`src/rtl/srch_cmp_pkg.sv`:
```
package srch_cmp_pkg;

    typedef enum logic [1:0] {
        MC_NONE = 2'b00,
        MC_RSVD = 2'b01,
        MC_WORD = 2'b10,
        MC_BYTE = 2'b11
    } match_ctl_e;

    typedef struct packed {
        logic match;
        logic term;
    } cmp_state_t;

endpackage

```
`src/rtl/srch_mask_eq.sv`:
```
module srch_mask_eq #(
    parameter int DATA_W = 16,
    parameter int LANE_W = 8,
    localparam int LANES = DATA_W / LANE_W
) (
    input  logic [DATA_W-1:0] data_i,
    input  logic [DATA_W-1:0] pattern_i,
    input  logic [DATA_W-1:0] mask_i,
    output logic [LANES-1:0]  lane_eq_o
);

    // One comparator per lane; a masked bit always counts as equal.
    for (genvar g = 0; g < LANES; g++) begin : g_lane
        logic [LANE_W-1:0] bit_ok;
        assign bit_ok = ~(data_i[g*LANE_W +: LANE_W] ^ pattern_i[g*LANE_W +: LANE_W])
                        | mask_i[g*LANE_W +: LANE_W];
        assign lane_eq_o[g] = &bit_ok;
    end

endmodule

```
`src/rtl/srch_term_dec.sv`:
```
module srch_term_dec
    import srch_cmp_pkg::*;
#(
    parameter int LANES = 2
) (
    input  logic [LANES-1:0] lane_eq_i,
    input  logic [1:0]       match_ctl_i,
    input  logic             byte_op_i,
    output logic             hit_o,
    output logic             stop_o
);

    match_ctl_e ctl;
    logic       use_low;

    always_comb begin
        ctl     = match_ctl_e'(match_ctl_i);
        use_low = byte_op_i || (ctl == MC_BYTE);
        hit_o   = use_low ? lane_eq_i[0] : (&lane_eq_i);
        stop_o  = hit_o && ((ctl == MC_WORD) || (ctl == MC_BYTE));
    end

endmodule

```
`src/rtl/srch_match_cmp.sv`:
```
module srch_match_cmp
    import srch_cmp_pkg::*;
#(
    parameter int DATA_W = 16,
    parameter int LANE_W = 8
) (
    input  logic              clk_i,
    input  logic              rst_ni,
    input  logic              data_vld_i,
    input  logic [DATA_W-1:0] data_i,
    input  logic [DATA_W-1:0] pattern_i,
    input  logic [DATA_W-1:0] mask_i,
    input  logic [1:0]        match_ctl_i,
    input  logic              byte_op_i,
    output logic              match_o,
    output logic              term_o
);

    localparam int LANES = DATA_W / LANE_W;

    logic [LANES-1:0] lane_eq;
    logic             hit;
    logic             stop;
    cmp_state_t       st_d, st_q;

    srch_mask_eq #(
        .DATA_W (DATA_W),
        .LANE_W (LANE_W)
    ) eq_i (
        .data_i    (data_i),
        .pattern_i (pattern_i),
        .mask_i    (mask_i),
        .lane_eq_o (lane_eq)
    );

    srch_term_dec #(
        .LANES (LANES)
    ) dec_i (
        .lane_eq_i   (lane_eq),
        .match_ctl_i (match_ctl_i),
        .byte_op_i   (byte_op_i),
        .hit_o       (hit),
        .stop_o      (stop)
    );

    always_comb begin
        st_d      = st_q;
        st_d.term = 1'b0;
        if (data_vld_i) begin
            st_d.match = hit;
            st_d.term  = stop;
        end
    end

    always_ff @(posedge clk_i) begin
        if (!rst_ni) begin
            st_q <= '0;
        end else begin
            st_q <= st_d;
        end
    end

    assign match_o = st_q.match;
    assign term_o  = st_q.term;

endmodule

```
`config.mk`:
```
export PLATFORM = sky130hd
export DESIGN_NAME = srch_match_cmp
export DESIGN_NICKNAME = d
export VERILOG_FILES = /design/src/rtl/srch_cmp_pkg.sv /design/src/rtl/srch_mask_eq.sv /design/src/rtl/srch_term_dec.sv /design/src/rtl/srch_match_cmp.sv
export SDC_FILE = /design/constraint.sdc
export NUM_CORES = 1
export LEC_CHECK = 0
export ABC_AREA = 1
export CAP_MARGIN = 20
export CORE_ASPECT_RATIO = 0.7
export CORE_MARGIN = 5
export CORE_UTILIZATION = 27
export DETAILED_ROUTE_END_ITERATION = 8
export HOLD_SLACK_MARGIN = 0.03
export PLACE_DENSITY = 0.78
export SETUP_SLACK_MARGIN = 0.02
export SLEW_MARGIN = 5
export SYNTH_ARGS = -nofsm -noshare
export SYNTH_HDL_FRONTEND = slang
export SYNTH_HIERARCHICAL = 1
export SYNTH_SLANG_ARGS = --single-unit
```
`constraint.sdc`:
```
create_clock -name clk_i -period 1.3 [get_ports clk_i]
set_input_delay 0.325 -clock clk_i [delete_from_list [all_inputs] [get_ports clk_i]]
set_output_delay 0.325 -clock clk_i [all_outputs]
set_load 0.1 [all_outputs]
```
# --- Word level (Yosys, flattened, before mapping) ---
# Index checks and enable logic that the tools add are counted.
# W data, S select, Z words.
word_totals:
  ff_bits: 2
  inputBits: 54
  out_inout_bits: 2
  wordCells: 17
op_classes:
  eq_ne: 2
  mux: 1
  bitwise_logic: 6
  n_reduce_logical: 6
op_table:
  columns: ["op", "count"]
  rows:
  - ["$not A8 Y8", 2]
  - ["$or A8 B8 Y8", 2]
  - ["$reduce_and A16 Y1", 1]
  - ["$xor A8 B8 Y8", 2]
  - ["$reduce_and A8 Y1", 1]
  - ["$eq A2 B2 Y1 const B", 2]
  - ["$logic_or A1 B1 Y1", 2]
  - ["$reduce_and A2 Y1", 1]
  - ["$logic_and A1 B1 Y1", 1]
  - ["$mux W1", 1]

# --- Depth between registers and ports, before layout ---
# Gate-level depths: netlist (run 1).
depth:
  ltp_word: 6
  ltp_mapped: 15
  ltp_nobuf: 15

# --- Modules after synthesis ---
# The synthesis (run 1) kept the hierarchy.
modules_own_cells:
  columns: ["module", "instances", "cells_each", "area_per_inst_um2", "seq_area_each_um2"]
  rows:
  - ["srch_mask_eq", 1, 106, 412.9, 0.0]
  - ["srch_match_cmp", 1, 8, 67.6, 40.0]
  - ["srch_term_dec", 1, 7, 31.3, 0.0]

# --- Least setup slack after synthesis (run 1) ---
# OpenSTA, ideal clock, no wires.
synth_timing:
  kind: "register to output"
  start: "register st_q, in the netlist match_o"
  end: "output port match_o"
  t_arrival_ps: 925
  required_time_ps: 975
  setup_slack_ps: 50
  path_stages_with_launch: 1
  n_path_buf: 0
  cell_sequence: "dfxtp_1"
synth_lines:
  columns: ["element", "line", "rtl"]
  rows:
  - ["from (decl)", "srch_match_cmp.sv:24", "cmp_state_t st_d, st_q;"]
  - ["from (signal assigned)", "srch_match_cmp.sv:59", "st_q <= st_d;"]
  - ["to (decl)", "srch_match_cmp.sv:15", "output logic match_o,"]
# No word-level cell between the ends.

# --- Worst setup path in the final report (run 1) ---
layout_timing:
  start: "input port pattern_i[9]"
  end: "register st_q, in the netlist term_o"
layout_via:
  elab_chain_len: 6
layout_lines:
  columns: ["element", "line", "rtl"]
  rows:
  - ["from (decl)", "srch_match_cmp.sv:11", "input logic [DATA_W-1:0] pattern_i,"]
  - ["$xor A8 B8 Y8", "srch_mask_eq.sv:15", "assign bit_ok = ~(data_i[g*LANE_W +: LANE_W] ^ pattern_i[g*LANE_W +: LANE_W])"]
  - ["$not A8 Y8", "srch_mask_eq.sv:15", null]
  - ["$or A8 B8 Y8", "srch_mask_eq.sv:16", "| mask_i[g*LANE_W +: LANE_W];"]
  - ["$reduce_and A16 Y1", "srch_term_dec.sv:19", "hit_o = use_low ? lane_eq_i[0] : (&lane_eq_i);"]
  - ["$mux W1", "srch_term_dec.sv:19", null]
  - ["$logic_and A1 B1 Y1", "srch_term_dec.sv:20", "stop_o = hit_o && ((ctl == MC_WORD) || (ctl == MC_BYTE));"]
  - ["via stop", "srch_match_cmp.sv:23", "logic stop;"]
# The timed path passes the listed nets, and every way through them passes these cells.
# A chain may end at the register's enable or synchronous reset.

==> impl_metrics.toml, run 1 <==
[power]
power_density_nw_per_um2 = 423
total_power_w = 0.000447
p_leak_nw = 0.697
ir_drop_mv = 0.263

[drt]
vias = 779
drcViolationCount = 0
finalWirelength_mm = 1.64
firstDrtPassIters = 3
drt-initial-drc-count = 4
wire_per_inst_um = 8.16
ant_nets = 0
vias_per_cell = 3.88

[place]
post-place-ws_ps = -428
post-place-cells = 198
dp_hpwl_mm = 1.54
placed_area_um2 = 1110
globalplace.congestion = 0.743
port_buffers = 55

[clock_network]
cts_root_buf = "clkbuf_4"
h-tree-depth = 1
cts.sinks = 2
ctsHoldBuffers = 0
cts_tree = "built"
cts_buffers = 3
clock_path_buffers = 2
clock_latency_ps = 220
post-cts-setup-buffers = 0
clk_pin_slew_ps = 30

[setup_path]
timing.rr.start = "match_o"
critPathKind = "input port to flop"
critPathCaptureType = "flop"
r2r_setup_slack_ps = 690
worst_r2r_path_depth = 2
cp-start-kind = "input port"
arrival_ps = 1280
worstPathRequired_ps = 1400
r2r_end = "match_o"
cp_max_fo = 2

[sta]
slew-limit-headroom_pct = 91.1
worst_slack_ps = 126
worst_pin_slew_ps = 134
rsz0062_at_grt = "no"
period_minus_slack_ps = 1170
hold_violations = 0
clock.fmax_ghz = 0.852
setup_violations = 0
skew_ps = 0
fin_crit_sh_pct = 90.3
slew_violations = 0

[finish]
final_nets = 235
antenna_cells = 0
final_layout_size_suffix_gt1_share_pct = 15.1
synthToLayoutAreaGrowth_pct = 106
final_core_utilization_pct = 58.0
final_area_um2 = 1060
fillers = 213
final_cell_count_no_fill = 201

[synthesis]
synth.area.mux_share_pct = 0
syn_inst = 121
synth_top_family_by_area = "simple AND/OR/NAND/NOR gates"
yosysUniqueCellTypes = 8
yosys.area_share.adder_pct = 0
synth_xor_area_share_pct = 0
synth-simple-area-share_pct = 63.6
ys_seq_area_share_pct = 7.82
synth_seq_cells = 2
avgSynthCellArea_um2 = 4.23
syn_nets = 175
synth_compound_area_share_pct = 0
synth_area_um2 = 512
ys_warn_count = 6

[global_routing]
grt_first_pass_wirelength_mm = 2.53
grt_max_degree = 4
antenna_found_initial = 0
grt_pass1_vias = 722
gr-total-overflow = 0
grt_usage_pct = 11.6

[floorplan]
initial_core_util_pct = 28.1
die_y_um = 46.4
dieArea_um2 = 2880
row_count = 13
core-area_um2 = 1820
die_w_um = 62.0
io_pins = 56

[worst_hold_path]
hold-path-endpoint = "match_o"
worstHoldStart = "match_o"
worstHoldPathCells = 2
hold_path_class = "flop to flop"

[status]
outcome = "completed"

[job]
maxCapViolCount = 0
==> worst max-delay path, cell delays in order <==
cell             delay [ps]
clkdlybuf4s15_1         180
nand2_1                  60
nand2_1                  50
nor2_1                  120
nor2_2                   40
nand2_1                  50
nor2_1                   40
nor2_1                   90
nand2_1                  60
nand2_2                  70
nor2_2                   30
and3_1                  160
==> through the flow <==
stage	hold slack (ps)	TNS (ps)
2_1_floorplan	460	0
3_3_place_gp	544	-735
3_5_place_dp	550	-834
4_1_cts	542	0
5_1_grt	601	0
6_report	549	0
==> layout make-up <==
cell class | instances | area, um2 | share of cell area [%]
clock buffers | 3 | 22.5 | 2.13
inverters | 39 | 146 | 13.9
repair buffers | 55 | 482 | 45.6
flip-flops and latches | 2 | 40.0 | 3.79
multi-input cells | 80 | 338 | 32.0
well taps | 22 | 27.5 | 2.61
==> how the worst max path moves through the flow <==
stage,start,slack (ps),to
final,pattern_i[9],130,term_o
after global routing,mask_i[13],20,match_o
after CTS,data_i[8],30,match_o
after detailed placement,data_i[15],-430,match_o
after global placement,data_i[15],-370,match_o
after floorplan,match_o,50,match_o
==> sequential cells by signal, indices dropped and copies added (netlist names) <==
name     flops
match_o      1
term_o       1
==> what timing repair did <==
item	CTS	global route
pin swaps	35	35
resized for setup	52	34
setup endpoints to repair	2	2
gates cloned	0	0
==> cells in the mapped netlist, drive strengths merged <==
library cell,number,area share (%)
and3,1,1.2
nand2,45,33
inv,39,29
nor2,26,21
dfxtp,2,7.8
nand3,8,7.8
==> routing by layer <==
metal / vias up / GRT usage [%] / routed length (um)
li1: 450 / - / -
met2: 24 / 24.2 / 891
met1: 305 / 11.2 / 579
met5: - / 0 / 0
met3: 0 / 1.96 / 169
met4: 0 / 3.81 / 0
==> report_power, final <==
group	switching [W]	internal [W]	total [W]
sequential	0.00000191	0.0000638	0.0000657
combinational	0.000108	0.000138	0.000246
clock	0.0000331	0.000102	0.000135
==> kinds of logic after synthesis <==
| family | after synthesis |
|---|---|
| and+or+nand+nor | 80 |
| buffers and inverters | 39 |
| DFF | 2 |
==> cell usage in the layout, fill, tap and decap left out <==
cell and instances:
nand2_1 44, inv_1 37, dlygate4sd2_1 27, nor2_1 19, clkbuf_2 11, clkdlybuf4s15_1 10
nor2_2 7, nand3_1 7, clkdlybuf4s50_1 5, clkbuf_4 3, inv_2 2, dfxtp_1 2
buf_12 2, and3_1 1, nand2_2 1, nand3_2 1
Note: power is estimated with default switching activity, not from simulation.
==> run 2: changes to the inputs <==
- PLACE_DENSITY: 0.78 -> 0.8
==> impl_metrics.toml, run 2 (synthesized netlist as in run 1, its figures left out) <==
[setup_path]
cp-start-kind = "input port"
critPathTopFamily = "simple AND/OR/NAND/NOR gates"
path_common_cell = "nand2_1"
critical_path_depth = 14
worst_r2r_path_depth = 2
r2r_end = "match_o"
worstPathRequired_ps = 1460
critPathCaptureType = "flop"
arrival_ps = 1330
max_stage_delay_ps = 240
crit_path_start = "data_i[7]"
timing.rr.start = "match_o"
cp_cell_sequence = "dlygate4sd2_1, inv_1, nand2_1, nand3_1, nand2_1, inv_1, nand2_1, nor2_2, nand2_2, inv_1, inv_1, nand2_1, nand2_1, nor2_2"
endpoint = "match_o"
crit_buf_inv = 5
r2r_setup_slack_ps = 680
cp_max_fo = 2
cp_slowest_cell = "dlygate4sd2_1"
critPathKind = "input port to flop"

[sta]
setup_violations = 0
hold_violations = 0
worst_pin_slew_ps = 146
fin_crit_sh_pct = 89.8
clock.fmax_ghz = 0.857
setup_tns_ps = 0
skew_ps = 0
slew-limit-headroom_pct = 90.2
slew_violations = 0
rsz0062_at_grt = "no"
period_minus_slack_ps = 1170

[global_routing]
grt_pass1_vias = 779
gr-total-overflow = 0
grt_max_degree = 4
antenna_found_initial = 0
grt_first_pass_wirelength_mm = 2.79
grt_usage_pct = 12.9

[power]
p_switching_w = 0.000147
seq_power_share_pct = 14.8
power_switching_share_pct = 33.0
p_leak_nw = 0.693
clkPwrFrac_pct = 30.3
combPwrFrac_pct = 54.8
intPower_w = 0.000298
total_power_w = 0.000445
power_density_nw_per_um2 = 436
ir_drop_mv = 0.263

[worst_hold_path]
hold_path_class = "flop to flop"
worstHoldPathCells = 2

[clock_network]
clock_latency_ps = 220
cts.sinks = 2
post-cts-setup-buffers = 0
h-tree-depth = 1
cts_root_buf = "clkbuf_4"
ctsHoldBuffers = 0
clock_path_buffers = 2
clk_pin_slew_ps = 30
cts_tree = "built"
cts_buffers = 3

[drt]
vias_per_cell = 4.04
drt-initial-drc-count = 16
firstDrtPassIters = 4
finalWirelength_mm = 1.82
ant_nets = 0
wire_per_inst_um = 9.04
vias = 813
drcViolationCount = 0

[finish]
final_layout_size_suffix_gt1_share_pct = 18.4
final_common_cell = "nand2_1"
final_nets = 235
synthToLayoutAreaGrowth_pct = 99.3
final_area_um2 = 1020
layout_common_cells = "nand2_1, inv_1, dlygate4sd2_1"
final_cell_count_no_fill = 201
antenna_cells = 0

[place]
port_buffers = 55
dp_hpwl_mm = 1.70
placed_area_um2 = 1110
globalplace.congestion = 0.704
post-place-cells = 198

[floorplan]
io_pins = 56
row_count = 13
die_w_um = 62.0
initial_core_util_pct = 28.1
core-area_um2 = 1820
dieArea_um2 = 2880
die_y_um = 46.4

[job]
maxCapViolCount = 0

[status]
outcome = "completed"
[run 2: per-layer routing]
metal / track usage (%) / wire (um) / share of wire (%) / vias up
li1: - / - / - / 451
met1: 12.1 / 615 / 34 / 335
met2: 26.4 / 1050 / 58 / 25
met3: 3.36 / 138 / 7.6 / 2
met4: 4.66 / 15 / 0.83 / 0
met5: 0 / 0 / 0 / -
[run 2: through the flow]
step | utilization (%) | hold WS (ps) | setup WS, ps
6_report | 56.0 | 554 | 133
5_1_grt | 56.0 | 615 | 24.6
4_1_cts | 59.7 | 556 | 31.4
3_5_place_dp | 60.9 | 548 | -428
3_3_place_gp | 60.9 | 545 | -373
2_1_floorplan | - | 460 | 50.1
[run 2: how the worst min path moves through the flow]
| stage | from | to | slack (ps) |
|---|---|---|---|
| after global placement | match_o | match_o | 540 |
| final | match_o | match_o | 550 |
| after CTS | match_o | match_o | 560 |
| after global routing | match_o | match_o | 610 |
| after detailed placement | match_o | match_o | 550 |
| after floorplan | rst_ni | match_o | 460 |
[run 2: worst register-to-register path: stages, from the launching register on]
cell and delay [ps]:
dfxtp_1 330, nor2_1 130, nor2_2 50
[run 2: layout make-up]
| type | count | area [um2] |
|---|---|---|
| fillers | 217 | 802 |
| repair buffers | 55 | 445 |
| multi-input cells | 80 | 338 |
| inverters | 39 | 146 |
| flip-flops and latches | 2 | 40.0 |
| well taps | 22 | 27.5 |
| clock buffers | 3 | 22.5 |
[run 2: power groups by stage]
stage,logic [W],registers [W],clock network [W]
after floorplan,0.0000932,0.0000796,0
after global placement,0.000289,0.0000666,0
after detailed placement,0.000300,0.0000666,0
after CTS,0.000254,0.0000660,0.000143
after global routing,0.000273,0.0000660,0.000152
final,0.000244,0.0000660,0.000135
[run 2: repair_timing]
action | in CTS | in global routing
pin swaps | 37 | 25
resized for setup | 55 | 40
setup endpoints to repair | 2 | 2
==> run 3: changes to the inputs <==
- CORE_MARGIN: 5 -> default
==> impl_metrics.toml, run 3 (synthesized netlist as in run 1, its figures left out) <==
[finish]
final_nets = 235
final_layout_size_suffix_gt1_share_pct = 20.1
fillers = 178
final_common_cell = "nand2_1"
synthToLayoutAreaGrowth_pct = 111
layout_common_cells = "nand2_1, inv_1, dlygate4sd2_1"
antenna_cells = 0
final_core_utilization_pct = 64.2

[sta]
setup_violations = 0
slew-limit-headroom_pct = 90.7
clock.fmax_ghz = 0.855
fin_crit_sh_pct = 89.9
slew_violations = 0
hold_violations = 0
whs_ps = 549
skew_ps = 0
period_minus_slack_ps = 1170
setup_tns_ps = 0
worst_slack_ps = 131
worst_pin_slew_ps = 139

[floorplan]
die_y_um = 38.4
die_w_um = 54.0
initial_core_util_pct = 30.4
dieArea_um2 = 2080
row_count = 12
io_pins = 56
core-area_um2 = 1680

[clock_network]
clock_path_buffers = 2
cts_root_buf = "clkbuf_4"
cts_tree = "built"
clk_pin_slew_ps = 40
ctsHoldBuffers = 0
cts.sinks = 2
h-tree-depth = 1
cts_buffers = 3
post-cts-setup-buffers = 0
clock_latency_ps = 240

[drt]
vias = 813
drcViolationCount = 0
drt-initial-drc-count = 9
firstDrtPassIters = 4
vias_per_cell = 4.07
wire_per_inst_um = 8.72
ant_nets = 0
finalWirelength_mm = 1.74

[place]
port_buffers = 55
globalplace.congestion = 0.634
post-place-ws_ps = -422
dp_hpwl_mm = 1.48

[status]
outcome = "completed"

[power]
ir_drop_mv = 0.338
p_leak_nw = 0.707
power_density_nw_per_um2 = 441

[global_routing]
gr-total-overflow = 0
grt_first_pass_wirelength_mm = 2.64
grt_max_degree = 4
top_usage_layer = "met2"
grt_usage_pct = 18.1
grt.met2_usage_pct = 35.5
antenna_found_initial = 0
use_met3_pct = 5.56
grt_pass1_vias = 704
use_met1_pct = 16.9

[setup_path]
cp-start-kind = "input port"
cp_max_fo = 2
critPathKind = "input port to flop"
worstPathRequired_ps = 1430
critPathCaptureType = "flop"
arrival_ps = 1300

[job]
maxCapViolCount = 0

[worst_hold_path]
hold_path_class = "flop to flop"
-- run 3: cell types whose count changed in the layout (fill, tap and decap cells not counted), moves of 3 or more --
cell / before / now
clkbuf_2: 19 / 13
inv_2: 0 / 3
nand3_2: 1 / 4
inv_1: 39 / 36
clkdlybuf4s15_1: 5 / 11
nand3_1: 7 / 4
nor2_1: 19 / 16
-- run 3: final timing paths --
check	endpoint	slack, ps	from	depth (start not counted)
worst max-delay path	match_o	130	pattern_i[9]	15
worst min-delay path	match_o	550	match_o	2
worst max register to register	match_o	690	match_o	2
worst min register to register	match_o	550	match_o	2
-- run 3: timing repair --
item,CTS,global route
setup endpoints to repair,2,2
pin swaps,35,36
gates resized for setup,50,49
hold endpoints to repair,0,0
gates cloned,0,0
-- run 3: layer usage --
| metal | wire (um) | share of wire [%] |
|---|---|---|
| met2 | 919 | 53 |
| met4 | 21 | 1.2 |
| met1 | 642 | 37 |
| met5 | 0 | 0 |
| met3 | 161 | 9.2 |
-- run 3: worst max-delay path: stages --
cell and delay [ps]:
clkdlybuf4s15_1 180, nand2_1 70, nand2_1 70, nor2_2 100
nor2_2 40, nand2_1 50, nor2_1 40, nor2_1 90
nand2_1 60, nand2_2 70, inv_2 40, inv_2 30
nand2_1 40, nand2_1 70, nor2_2 30
-- run 3: final cells by class --
type / instances / area (um2) / area share, %
Clock buffer: 3 / 22.5 / 2.09
Inverter: 39 / 146 / 13.6
Multi-Input combinational cell: 80 / 365 / 33.8
Sequential cell: 2 / 40.0 / 3.71
Tap cell: 21 / 26.3 / 2.43
Timing Repair Buffer: 55 / 479 / 44.4
-- run 3: metrics by stage --
step | power [W] | std cells | instance area [um2]
2_1_floorplan | 0.000173 | 121 | 512
4_1_cts | 0.000473 | 200 | 1080
6_report | 0.000476 | 200 | 1080
3_5_place_dp | 0.000366 | 197 | 1110
3_3_place_gp | 0.000356 | 197 | 1110
5_1_grt | 0.000524 | 200 | 1080
-- run 3: power by group --
| group | internal (W) | leakage, nW | switching (W) | total, W |
|---|---|---|---|---|
| registers | 0.0000638 | 0.0163 | 0.00000201 | 0.0000658 |
| clock network | 0.000103 | 0.0138 | 0.0000469 | 0.000150 |
| logic | 0.000141 | 0.676 | 0.000119 | 0.000261 |
| total | 0.000308 | 0.707 | 0.000168 | 0.000476 |
